**src/rtl/cds_pkg.sv**
```systemverilog
package cds_pkg;

  localparam int COLOR_W    = 6;
  localparam int NUM_COLORS = 3;
  localparam int HALF_W     = COLOR_W / 2;
  localparam int LANE_W     = NUM_COLORS * HALF_W;
  localparam int PIX_W      = NUM_COLORS * COLOR_W;

  // One pixel-clock beat travelling down the alignment line.
  // rgb packs red in the lowest field, then green, then blue.
  typedef struct packed {
    logic             start;
    logic             de;
    logic [PIX_W-1:0] rgb;
  } beat_t;

  localparam beat_t BEAT_IDLE = '{start: 1'b0, de: 1'b0, rgb: '0};

endpackage

```
**src/rtl/cds_rst_sync.sv**
```systemverilog
module cds_rst_sync #(
  parameter int SYNC_STAGES = 2
) (
  input  logic clk,
  input  logic rst_ni,
  output logic rst_sync_no
);

  logic [SYNC_STAGES-1:0] sync_q;
  logic [SYNC_STAGES-1:0] sync_d;

  always_comb begin
    sync_d = {sync_q[SYNC_STAGES-2:0], 1'b1};
  end

  always_ff @(posedge clk or negedge rst_ni) begin
    if (!rst_ni) begin
      sync_q <= '0;
    end else begin
      sync_q <= sync_d;
    end
  end

  assign rst_sync_no = sync_q[SYNC_STAGES-1];

endmodule

```
**src/rtl/cds_align_pipe.sv**
```systemverilog
module cds_align_pipe
  import cds_pkg::*;
#(
  parameter int STAGES = 1
) (
  input  logic  clk,
  input  logic  rst_ni,
  input  beat_t beat_i,
  output beat_t beat_o
);

  generate
    if (STAGES == 0) begin : g_pass
      assign beat_o = beat_i;
    end else begin : g_line
      beat_t stage_q   [STAGES];
      beat_t stage_d   [STAGES];
      beat_t stage_src [STAGES];
      logic  rgb_load  [STAGES];

      always_comb begin
        for (int i = 0; i < STAGES; i++) begin
          stage_src[i] = (i == 0) ? beat_i : stage_q[(i == 0) ? 0 : i-1];
        end
      end

      // Control bits move every cycle; colour bits load only for valid
      // pixels and otherwise hold, saving toggles during blanking.
      always_comb begin
        for (int i = 0; i < STAGES; i++) begin
          rgb_load[i]       = stage_src[i].de;
          stage_d[i].start  = stage_src[i].start;
          stage_d[i].de     = stage_src[i].de;
          stage_d[i].rgb    = rgb_load[i] ? stage_src[i].rgb : stage_q[i].rgb;
        end
      end

      always_ff @(posedge clk or negedge rst_ni) begin
        if (!rst_ni) begin
          for (int i = 0; i < STAGES; i++) begin
            stage_q[i] <= BEAT_IDLE;
          end
        end else begin
          for (int i = 0; i < STAGES; i++) begin
            stage_q[i] <= stage_d[i];
          end
        end
      end

      assign beat_o = stage_q[STAGES-1];
    end
  endgenerate

endmodule

```
**src/rtl/cds_lane_split.sv**
```systemverilog
module cds_lane_split #(
  parameter int COLOR_W = 6,
  parameter int HALF_W  = COLOR_W / 2
) (
  input  logic [COLOR_W-1:0] color_i,
  input  logic               valid_i,
  output logic [HALF_W-1:0]  upper_o,
  output logic [HALF_W-1:0]  lower_o
);

  // Upper half rides the rising-edge slot, lower half the falling-edge
  // slot; both are forced low when the pixel is not valid.
  always_comb begin
    if (valid_i) begin
      upper_o = color_i[COLOR_W-1:HALF_W];
      lower_o = color_i[HALF_W-1:0];
    end else begin
      upper_o = '0;
      lower_o = '0;
    end
  end

endmodule

```
**src/rtl/col_ddr_serializer.sv**
```systemverilog
module col_ddr_serializer
  import cds_pkg::*;
#(
  parameter int ALIGN_DLY   = 2,
  parameter int SYNC_STAGES = 2
) (
  input  logic               clk,
  input  logic               rst_n,
  input  logic [COLOR_W-1:0] pix_r,
  input  logic [COLOR_W-1:0] pix_g,
  input  logic [COLOR_W-1:0] pix_b,
  input  logic               pix_de,
  input  logic               col_start,
  output logic [LANE_W-1:0]  rise_bits,
  output logic [LANE_W-1:0]  fall_bits,
  output logic               fwd_clk_en
);

  // The output register is the last stage of the alignment delay.
  localparam int PIPE_STAGES = (ALIGN_DLY > 1) ? ALIGN_DLY - 1 : 0;

  logic  rst_core_n;
  beat_t beat_in;
  beat_t beat_aligned;

  logic [LANE_W-1:0] rise_d, rise_q;
  logic [LANE_W-1:0] fall_d, fall_q;
  logic              en_d, en_q;

  cds_rst_sync #(
    .SYNC_STAGES (SYNC_STAGES)
  ) u_rst_sync (
    .clk         (clk),
    .rst_ni      (rst_n),
    .rst_sync_no (rst_core_n)
  );

  // rst_n also clears the datapath directly so that outputs drop at once
  // on assertion; the synchronised copy governs release.
  logic rst_path_n;
  assign rst_path_n = rst_n & rst_core_n;

  always_comb begin
    beat_in.start = col_start;
    beat_in.de    = pix_de;
    beat_in.rgb   = {pix_b, pix_g, pix_r};
  end

  cds_align_pipe #(
    .STAGES (PIPE_STAGES)
  ) u_align (
    .clk    (clk),
    .rst_ni (rst_path_n),
    .beat_i (beat_in),
    .beat_o (beat_aligned)
  );

  genvar c;
  generate
    for (c = 0; c < NUM_COLORS; c++) begin : g_color
      cds_lane_split #(
        .COLOR_W (COLOR_W),
        .HALF_W  (HALF_W)
      ) u_split (
        .color_i (beat_aligned.rgb[c*COLOR_W +: COLOR_W]),
        .valid_i (beat_aligned.de),
        .upper_o (rise_d[c*HALF_W +: HALF_W]),
        .lower_o (fall_d[c*HALF_W +: HALF_W])
      );
    end
  endgenerate

  always_comb begin
    en_d = beat_aligned.de | beat_aligned.start;
  end

  always_ff @(posedge clk or negedge rst_path_n) begin
    if (!rst_path_n) begin
      rise_q <= '0;
      fall_q <= '0;
      en_q   <= 1'b0;
    end else begin
      rise_q <= rise_d;
      fall_q <= fall_d;
      en_q   <= en_d;
    end
  end

  assign rise_bits  = rise_q;
  assign fall_bits  = fall_q;
  assign fwd_clk_en = en_q;

endmodule

```
**config.mk**
```make
export PLATFORM = sky130hd
export DESIGN_NAME = col_ddr_serializer
export DESIGN_NICKNAME = d
export VERILOG_FILES = /design/src/rtl/cds_pkg.sv /design/src/rtl/cds_rst_sync.sv /design/src/rtl/cds_align_pipe.sv /design/src/rtl/cds_lane_split.sv /design/src/rtl/col_ddr_serializer.sv
export SDC_FILE = /design/constraint.sdc
export NUM_CORES = 1
export LEC_CHECK = 0
export ABC_AREA = 1
export BUFFER_PORTS_ARGS = -buffer_cell sky130_fd_sc_hd__buf_2
export CELL_PAD_IN_SITES_DETAIL_PLACEMENT = 0
export CELL_PAD_IN_SITES_GLOBAL_PLACEMENT = 1
export CORE_MARGIN = 2
export CORE_UTILIZATION = 34
export DETAILED_ROUTE_END_ITERATION = 6
export GPL_TIMING_DRIVEN = 0
export PLACE_DENSITY = 0.75
export SETUP_SLACK_MARGIN = 0.1
export SLEW_MARGIN = 40
export SYNTH_ARGS = -nofsm -noshare
export SYNTH_HDL_FRONTEND = slang
export SYNTH_HIERARCHICAL = 1
export SYNTH_SLANG_ARGS = --single-unit
```
**constraint.sdc**
```tcl
create_clock -name clk -period 1.2 [get_ports clk]
set_input_delay 0.06 -clock clk [delete_from_list [all_inputs] [get_ports clk]]
set_output_delay 0.06 -clock clk [all_outputs]
set_load 0.03 [all_outputs]
```
==> impl_summary.txt <==
----------------------------------------------------
[Outcome]
  Run status ... finished clean

[Worst setup path]
  Startpoint type of the worst setup path ... input pin
  Max stage delay cell, worst path ... sky130_fd_sc_hd__dlygate4sd3_1
  Worst path arrival time ... 1.18 ns
  CP Class ... input pin to register
  Most frequent cell on the critical path ... sky130_fd_sc_hd__nand2_1
  Dominant delay contributor by cell family on the critical path ... buffers and inverters
  Critical path peak fanout ... 10
  Maximum single-stage delay on the critical path ... 0.52 ns
  Worst path cell trace ... dlygate4sd3_1 -> buf_2 -> buf_6 -> buf_4 -> nand2_1 -> nand2_1
  Nature of the critical path endpoint ... register
  Buffers plus inverters on the worst setup path ... 4
  CP Data Required Time ... 1.38 ns

[Global route]
  Antenna violations before repair ... 0
  Number of global-route vias before repair ... 1046
  GRT Overall Usage ... 12.7%
  Gr ovfl total ... 0
  Largest net degree at the start of global routing ... 40
  First-pass GRT wire length ... 4660 um

[Place]
  DP HPWL ... 1740 um
  Input/output buffers ... 40
  Global placement routability congestion ... 0.720
  Worst setup slack after placement ... 0.215 ns

[Logic synthesis]
  Distinct cell type count after synthesis ... 9
  Instance count of the mapped netlist ... 141
  Largest area contributor in the synthesized netlist ... sky130_fd_sc_hd__dfrtp_1
  Number of warnings issued by yosys ... 6
  Area fraction of the dominant cell type after synthesis ... 71.1%
  Total standard cell area after synthesis ... 0.00144 mm2
  Syn Nets ... 163
  Proportion of synthesized chip area in sequential cells ... 71.1%
  Cells taking the most area after synthesis ... sky130_fd_sc_hd__dfrtp_1 71%, sky130_fd_sc_hd__nand2_1 18%, sky130_fd_sc_hd__inv_1 5.5%
  Flop and latch count out of synthesis ... 41
  Mean area per synthesized cell ... 10.2 um2

[Layout]
  Fill cell total of the finished layout ... 374
  Number of nets in the final layout ... 232
  Area taken by flip-flops and latches ... 0.00103 mm2
  Signed area change from the synthesized netlist to the final layout ... 42.5%
  Antenna diode count ... 0
  Area of combinational cells with multiple inputs ... 294 um2
  Fraction of layout instances using a drive strength above 1 ... 28.0%

[Floorplanning]
  DIE AREA ... 0.00478 mm2
  Vertical die dimension ... 69.2 um
  Boundary pin count ... 41
  Number of placement rows ... 23
  Initial Util ... 35.6%
  Overall die width ... 69.2 um
  Core Box Area ... 0.00406 mm2

[Routing]
  Number of vias in the routed layout ... 1052
  DR vias/cell ... 4.03
  Final routed wirelength across all metal layers ... 2740 um
  Detailed-router iteration count before antenna repair ... 4
  Iteration-0 DRC count of the detailed router ... 40
  Post-DR wirelength/cell ... 10.5 um
  Number of nets still failing antenna checks after routing ... 0
  Post-route DRC ... 0

[Clock network]
  Post-CTS setup buffer count ... 0
  Bufs on Longest Clock Path ... 2
  CTS tree ... done
  Insertion delay to the later sink of the worst-skew pair ... 0.29 ns
  Level count of the clock H-tree ... 2
  Number of clock sinks seen by CTS ... 41
  Num CTS Buffers ... 5
  Clock Root Buffer ... sky130_fd_sc_hd__clkbuf_8
  Clock slew seen by the registers of the worst setup and hold paths ... 0.08 ns

[Power]
  Design Power ... 3.03 mW
  Leak Pwr ... 1.24 nW
  Relative contribution of the clock network to total power ... 37.1%
  Net switching power of the design ... 714 uW
  Largest voltage drop on the vdd net ... 0.517 mV
  Proportion of power drawn by combinational gates ... 12.4%
  Flop pwr share ... 50.6%
  Power density over the cells ... 1470 mW/mm2
  Internal power component ... 2.32 mW
  Switching share of power ... 23.6%

[Timing]
  Worst-case clock skew ... 0.00815 ns
  Final WS setup ... 0.208 ns
  Hold Fails Final Rpt ... 0
  Fmax ... 1010 MHz
  Final TNS setup ... 0 ns
  Min Clock Period, post-route ... 0.992 ns
  Setup repair after global routing missed its margin ... no
  Final setup violation count ... 0
  Ratio of final minimum period to clock period ... 82.6%
  Max-slew violation total from the final report ... 0

[Hold path]
  Worst Hold Class ... input pin to async pin

[Flow run]
  Number of maximum-capacitance violations ... 0

----------------------------------------------------
## stage by stage
step	hold WS (ns)	instances	area, um2	util [%]
after floorplan	-0.236	141	1450	-
after global placement	-0.149	231	1710	42.2
after detailed placement	-0.146	231	1710	42.2
after CTS	0.0826	260	2040	50.2
after global routing	0.0921	261	2060	50.7
final	0.0899	261	2060	50.7
## registers in the layout, indices dropped and copies added (netlist names)
name	cells
u_align/beat_o	20
fall_bits	9
rise_bits	9
u_rst_sync/sync_q	2
fwd_clk_en	1
## final cells by class
| type | instances | area share [%] |
|---|---|---|
| tap | 50 | 3.04 |
| buffer | 3 | 1.64 |
| inverter | 22 | 4.56 |
| timing repair buffer | 62 | 20.9 |
| clock buffer | 7 | 4.19 |
| clock inverter | 1 | 1.46 |
| multi-input combinational | 75 | 14.3 |
| sequential | 41 | 49.9 |
## cells by family after synthesis
group | after synthesis | synth area share, %
flip-flops | 41 | 71.1
other | 1 | 0.260
AND/OR/NAND/NOR | 74 | 20.1
buffers and inverters | 25 | 8.58
## layout by cell type (no fill, tap or decap), types with 5 or more instances in the layout
cell,count
sky130_fd_sc_hd__nand2_2,5
sky130_fd_sc_hd__dlygate4sd3_1,21
sky130_fd_sc_hd__clkbuf_8,6
sky130_fd_sc_hd__inv_1,20
sky130_fd_sc_hd__buf_2,40
sky130_fd_sc_hd__nand2_1,69
sky130_fd_sc_hd__dfrtp_1,40
## timing repair
action                                  CTS  global route
hold buffers                             21             0
endpoints found under the setup margin    0             9
endpoints found under the hold margin    22             0
resized for setup                         0             1
## cells in the mapped netlist (all sizes together)
| library cell | instances |
|---|---|
| buf | 3 |
| conb | 1 |
| dfrtp | 41 |
| inv | 22 |
| nand2 | 74 |
## final timing paths
kind / end / depth (start not counted) / slack (ns) / start
setup / recovery: u_align/beat_o[14] / 6 / 0.21 / pix_de
hold / removal: u_rst_sync/sync_q[0] / 2 / 0.09 / rst_n
max in group asynchronous: u_align/beat_o[18] / 5 / 0.42 / rst_n
hold reg to reg: u_align/beat_o[3] / 2 / 0.25 / u_rst_sync/sync_q[1]
min in group clk: u_rst_sync/sync_q[1] / 0 / 0.36 / u_rst_sync/sync_q[0]
setup reg to reg: fall_bits[0] / 2 / 0.40 / u_align/beat_o[18]
## per-layer routing
layer	vias to the layer above	GRT usage (%)	share of wire, %
li1	536	-	-
met1	490	13.5	40
met2	24	22.0	53
met3	2	4.53	5.3
met4	0	6.54	1.2
met5	-	0	0
## power groups by stage
stage          Combinational [mW]  Clock, mW  Sequential, mW
2_1_floorplan               0.127          0            1.64
3_3_place_gp                0.313          0            1.56
3_5_place_dp                0.319          0            1.56
4_1_cts                     0.373       1.15            1.53
5_1_grt                     0.416       1.21            1.55
6_report                    0.375       1.12            1.53
Note: power is estimated with default switching activity, not from simulation.
